--- src/rtl/tef_pkg.sv ---
package tef_pkg;
   // number of event flags handled by the block
   localparam int TEF_NF = 4;
   // flag vector index order, shared by ack, irq and internal vectors
   localparam int TEF_I_OVF  = 0;
   localparam int TEF_I_CMPA = 1;
   localparam int TEF_I_CMPB = 2;
   localparam int TEF_I_CAPT = 3;

   typedef enum logic {
      TEF_SEL_FLAGS = 1'b0,
      TEF_SEL_MASK  = 1'b1
   } tef_sel_e;

   typedef logic [TEF_NF-1:0] tef_vec_t;
endpackage

--- src/rtl/tef_src_sel.sv ---
module tef_src_sel
   import tef_pkg::*;
#(
   parameter int MODE_W = 4,
   parameter logic [(1<<MODE_W)-1:0] ICR_TOP_MODES  = '0,
   parameter logic [(1<<MODE_W)-1:0] WRAP_OVF_MODES = '0
) (
   input  logic [MODE_W-1:0] wave_mode,
   input  logic              capt_evt,
   input  logic              top_hit,
   input  logic              cmp_a_hit,
   input  logic              cmp_b_hit,
   input  logic              force_a,
   input  logic              force_b,
   input  logic              wrap_ovf,
   input  logic              mode_ovf,
   output tef_vec_t          set_vec
);
   logic use_top;
   logic use_wrap;

   // mode tables are flat bit vectors indexed by mode
   assign use_top  = ICR_TOP_MODES[wave_mode];
   assign use_wrap = WRAP_OVF_MODES[wave_mode];

   always_comb begin
      set_vec              = '0;
      set_vec[TEF_I_OVF]   = use_wrap ? wrap_ovf : mode_ovf;
      // a forced compare shares the match line; it is masked here
      set_vec[TEF_I_CMPA]  = cmp_a_hit & ~force_a;
      set_vec[TEF_I_CMPB]  = cmp_b_hit & ~force_b;
      set_vec[TEF_I_CAPT]  = use_top ? top_hit : capt_evt;
   end
endmodule

--- src/rtl/tef_flag_bit.sv ---
module tef_flag_bit (
   input  logic clk,
   input  logic rst_n,
   input  logic set_i,
   input  logic clr_i,
   output logic q
);
   always_ff @(posedge clk or negedge rst_n) begin
      if (!rst_n)
         q <= 1'b0;
      else if (set_i)
         q <= 1'b1;   // set has priority so no event is dropped
      else if (clr_i)
         q <= 1'b0;
   end
endmodule

--- src/rtl/tef_mask_reg.sv ---
module tef_mask_reg #(
   parameter int NF = 4
) (
   input  logic          clk,
   input  logic          rst_n,
   input  logic          load,
   input  logic [NF-1:0] d,
   output logic [NF-1:0] q
);
   always_ff @(posedge clk or negedge rst_n) begin
      if (!rst_n)
         q <= '0;
      else if (load)
         q <= d;
   end
endmodule

--- src/rtl/tmr_evt_flags.sv ---
module tmr_evt_flags
   import tef_pkg::*;
#(
   parameter int DATA_W   = 8,
   parameter int MODE_W   = 4,
   parameter int POS_OVF  = 0,
   parameter int POS_CMPA = 1,
   parameter int POS_CMPB = 2,
   parameter int POS_CAPT = 5,
   parameter logic [(1<<MODE_W)-1:0] ICR_TOP_MODES  = 16'h5500,
   parameter logic [(1<<MODE_W)-1:0] WRAP_OVF_MODES = 16'h1011
) (
   input  logic                  clk,
   input  logic                  rst_n,
   input  logic [MODE_W-1:0]     wave_mode,
   input  logic                  capt_evt,
   input  logic                  top_hit,
   input  logic                  cmp_a_hit,
   input  logic                  cmp_b_hit,
   input  logic                  force_a,
   input  logic                  force_b,
   input  logic                  wrap_ovf,
   input  logic                  mode_ovf,
   input  logic [TEF_NF-1:0]     ack,
   input  logic                  wr_en,
   input  logic                  wr_addr,
   input  logic [DATA_W-1:0]     wr_data,
   output logic [DATA_W-1:0]     flag_byte,
   output logic [DATA_W-1:0]     mask_byte,
   output logic [TEF_NF-1:0]     irq
);
   localparam int N_MODES = 1 << MODE_W;
   localparam int FLAG_POS [TEF_NF] = '{POS_OVF, POS_CMPA, POS_CMPB, POS_CAPT};
   localparam logic [DATA_W-1:0] USED_BITS =
      (DATA_W'(1) << POS_OVF)  | (DATA_W'(1) << POS_CMPA) |
      (DATA_W'(1) << POS_CMPB) | (DATA_W'(1) << POS_CAPT);

   // elaboration-time parameter checks
   if (DATA_W < TEF_NF) begin : g_bad_width
      $error("tmr_evt_flags: DATA_W must hold all flags");
   end
   if (POS_OVF >= DATA_W || POS_CMPA >= DATA_W ||
       POS_CMPB >= DATA_W || POS_CAPT >= DATA_W) begin : g_bad_pos
      $error("tmr_evt_flags: flag position outside the data word");
   end
   if ($countones(USED_BITS) != TEF_NF) begin : g_dup_pos
      $error("tmr_evt_flags: flag positions must be distinct");
   end
   if (N_MODES > 256) begin : g_bad_mode
      $error("tmr_evt_flags: MODE_W too large for flat mode tables");
   end

   tef_vec_t set_vec;
   tef_vec_t clr_vec;
   tef_vec_t flag_q;
   tef_vec_t mask_q;
   tef_vec_t wr_bits;
   tef_sel_e wr_sel;
   logic     wr_flags;
   logic     wr_mask;
   logic     unused_wr_bits;

   assign wr_sel   = tef_sel_e'(wr_addr);
   assign wr_flags = wr_en && (wr_sel == TEF_SEL_FLAGS);
   assign wr_mask  = wr_en && (wr_sel == TEF_SEL_MASK);
   assign unused_wr_bits = ^(wr_data & ~USED_BITS);

   // gather the flag-position bits of the write word
   for (genvar i = 0; i < TEF_NF; i++) begin : g_wr_pick
      assign wr_bits[i] = wr_data[FLAG_POS[i]];
   end

   tef_src_sel #(
      .MODE_W         (MODE_W),
      .ICR_TOP_MODES  (ICR_TOP_MODES),
      .WRAP_OVF_MODES (WRAP_OVF_MODES)
   ) u_src (
      .wave_mode (wave_mode),
      .capt_evt  (capt_evt),
      .top_hit   (top_hit),
      .cmp_a_hit (cmp_a_hit),
      .cmp_b_hit (cmp_b_hit),
      .force_a   (force_a),
      .force_b   (force_b),
      .wrap_ovf  (wrap_ovf),
      .mode_ovf  (mode_ovf),
      .set_vec   (set_vec)
   );

   assign clr_vec = ack | (wr_flags ? wr_bits : '0);

   for (genvar i = 0; i < TEF_NF; i++) begin : g_flag
      tef_flag_bit u_bit (
         .clk   (clk),
         .rst_n (rst_n),
         .set_i (set_vec[i]),
         .clr_i (clr_vec[i]),
         .q     (flag_q[i])
      );
   end

   tef_mask_reg #(.NF(TEF_NF)) u_mask (
      .clk   (clk),
      .rst_n (rst_n),
      .load  (wr_mask),
      .d     (wr_bits),
      .q     (mask_q)
   );

   // scatter vectors back to their byte positions
   always_comb begin
      flag_byte = '0;
      mask_byte = '0;
      for (int i = 0; i < TEF_NF; i++) begin
         flag_byte[FLAG_POS[i]] = flag_q[i];
         mask_byte[FLAG_POS[i]] = mask_q[i];
      end
   end

   assign irq = flag_q & mask_q;
endmodule

--- config.mk ---
export PLATFORM = sky130hd
export DESIGN_NAME = tmr_evt_flags
export DESIGN_NICKNAME = d
export VERILOG_FILES = /design/src/rtl/tef_pkg.sv /design/src/rtl/tef_src_sel.sv /design/src/rtl/tef_flag_bit.sv /design/src/rtl/tef_mask_reg.sv /design/src/rtl/tmr_evt_flags.sv
export SDC_FILE = /design/constraint.sdc
export NUM_CORES = 1
export LEC_CHECK = 0
export BUFFER_PORTS_ARGS = -buffer_cell sky130_fd_sc_hd__buf_4
export CAP_MARGIN = 5
export CORE_MARGIN = 3
export CORE_UTILIZATION = 35
export DETAILED_ROUTE_END_ITERATION = 16
export PLACE_DENSITY = 0.78
export SETUP_SLACK_MARGIN = 0.5
export SLEW_MARGIN = 30
export SYNTH_ARGS = -nofsm -noshare
export SYNTH_HDL_FRONTEND = slang
export SYNTH_HIERARCHICAL = 1
export SYNTH_SLANG_ARGS = --single-unit
--- constraint.sdc ---
create_clock -name clk -period 2.08 [get_ports clk]
set_clock_uncertainty 0.1 [all_clocks]
set_input_delay 0.416 -clock clk [delete_from_list [all_inputs] [get_ports clk]]
set_output_delay 0.416 -clock clk [all_outputs]
set_load 0.005 [all_outputs]
==> run_results.csv <==
group,metric,value,unit
route,wl_met2,626,µm
power,p_total,0.439,mW
job,max_cap_violations,0,
route,via_per_inst,4.42,
clock_tree,cts.clk_slew.worst_paths,60,ps
route,dr_total_vias,433,
global_routing,track_usage,0.132,
global_routing,grt_pass1_vias,442,
route,drc_errors,0,
final_layout,final_layout_size_suffix_gt1_frac,0.560,
logic_synthesis,syn_area_per_cell,10.6,µm²
setup_path,end_kind,"output port",
route,first_iter_violations,1,
clock_tree,htree_levels,1,
setup_path,max_stage_delay,410,ps
sta,worst_hold_slack,312,ps
final_layout,num_antenna_cells,0,
route,met3WireLength,160,µm
setup_path,crit_type,"register to output port",
place,place_hpwl,1.05,mm
place,pre_cts_ws,602,ps
place,globalplace.congestion,0.604,
sta,fmax,680,MHz
clock_tree,cts_buffer_depth,2,
die,core_area,0.00120,mm²
clock_tree,cts_buffers,3,
clock_tree,cts_setup_buffers,0,
sta,grt_setup_unrepaired,"false",
setup_path,cp.arrival,960,ps
route,drt_wl_total,1.20,mm
power,cellPowerDensity,573,mW/mm²
setup_path,path_cells,"and2_1 -> buf_4",
sta,layout_setup_ws,609,ps
logic_synthesis,syn_inst,46,
logic_synthesis,yosys_register_bits,8,
logic_synthesis,ys_warn_count,6,
route,met1_length,410,µm
global_routing,antenna_found_initial,0,
route,antenna_left,0,
die,die_h,43.3,µm
global_routing,overflow,0,
status,run_status,"completed",
die,io_pins,48,
die,dieArea,0.00188,mm²
setup_path,worstPathRequired,1560,ps
final_layout,area_growth_syn_to_layout,57.2,%
place,numPortBuffers,35,
sta,finalMaxSlewViolations,0,
route,drt-wirelength-per-cell,12.2,µm
power,irDropWorstVdd,0.325,mV
sta,setup-violations-final,0,
setup_path,startpoint_type,"register",
logic_synthesis,seq_area_frac_synth,0.410,
clock_tree,cts-root-buf,"clkbuf_4",
setup_path,slowest_stage,"dfrtp_1",
setup_path,cp_max_fo,3,
clock_tree,cts_sinks,8,
final_layout,finish.utilization,0.639,
die,dieWidth,43.3,µm
worst_hold_path,hold_path_class,"primary input to register",
final_layout,fin_nets,114,
global_routing,grt_pass1_wl,1.87,mm
clock_tree,clock_latency,250,ps
route,drt_first_pass_iters,2,
logic_synthesis,synthesis.area,488,µm²
sta,period_share,0.707,
global_routing,grt_max_degree,9,
die,start_util,0.406,
logic_synthesis,synth_cell_types,12,
power,leakagePower,0.443,nW
die,rows,12,
sta,setup_tns,0,ps
sta,period_needed,1470,ps
clock_tree,cts_tree,"done",
route,highest_layer,"met3",
sta,hold_viol,0,
[kinds of logic after synthesis]
| kind of cell | synth area share |
|---|---|
| AO/OA/AOI/OAI | 0.149 |
| flip-flops | 0.410 |
| multiplexers | 0.138 |
| other | 0.00768 |
| buffers and inverters | 0.162 |
| AND/OR/NAND/NOR | 0.133 |
[cell type report]
class | count | area [µm²]
clock buffers | 3 | 22.5
multi-input cells | 32 | 235
repair buffers | 36 | 273
fillers | 113 | 434
well taps | 14 | 17.5
flip-flops and latches | 8 | 200
inverters | 5 | 18.8
[final timing paths]
| kind | depth (start not counted) | start | slack, ps | endpoint |
|---|---|---|---|---|
| max | 2 | g_flag[1].u_bit/q | 610 | irq[1] |
| min | 2 | wr_data[5] | 310 | u_mask/q[3] |
| max reg2reg | 1 | u_mask/q[2] | 1190 | u_mask/q[2] |
| min reg2reg | 1 | g_flag[2].u_bit/q | 400 | g_flag[2].u_bit/q |
| max in group asynchronous | 2 | rst_n | 1330 | g_flag[0].u_bit/q |
| min in group asynchronous | 2 | rst_n | 420 | u_mask/q[2] |
[layout by cell type, fill, tap and decap left out]
cell type | synthesis | layout
nor2b_1 | 2 | 2
and2_2 | 1 | 1
nor2b_4 | 1 | 1
dfrtp_1 | 8 | 8
inv_1 | 5 | 5
buf_4 | 8 | 35
clkbuf_4 | 0 | 3
nand2b_1 | 1 | 1
and2_1 | 4 | 4
a211oi_2 | 1 | 1
mux2_2 | 6 | 6
dlygate4sd3_1 | 0 | 1
conb_1 | 1 | 8
a21o_1 | 8 | 8
[sequential cells by signal, indices dropped and copies added, names as in the netlist]
register and flops:
u_mask/q 4, g_flag.u_bit/q 4
[metal layers]
metal / GRT usage / vias up
met5: 0 / -
met4: 0.0361 / 0
met3: 0.0249 / 0
met2: 0.257 / 33
met1: 0.144 / 192
li1: - / 208
[critical path, delay by kind of cell (launching register included)]
family                 cells  cell delay [ps]
and+or+nand+nor            1              180
DFF                        1              410
buffers and inverters      1              130
[Yosys cell counts]
master    count  area [µm²]
inv_1         5        18.8
a21o_1        8        60.1
nor2b_1       2        12.5
dfrtp_1       8         200
buf_4         8        60.1
nor2b_4       1        13.8
and2_2        1        7.51
conb_1        1        3.75
and2_1        4        25.0
mux2_2        6        67.6
nand2b_1      1        6.26
a211oi_2      1        12.5
[what timing repair did]
item / 4_1_cts / 5_1_grt
hold buffers: 1 / 0
resized for setup: 0 / 0
endpoints found under the hold margin: 8 / 0
[through the flow]
step / std cells / cell area, µm²
final: 98 / 767
after global routing: 98 / 767
after CTS: 98 / 767
after detailed placement: 94 / 734
after global placement: 94 / 734
after floorplan: 53 / 514
[report_power, final]
part | leakage, nW | switching (mW) | internal (mW)
clock | 0.0138 | 0.0506 | 0.0659
sequential | 0.0934 | 0.0147 | 0.175
combinational | 0.336 | 0.0435 | 0.0899
Power figures use the tool's default switching activity.
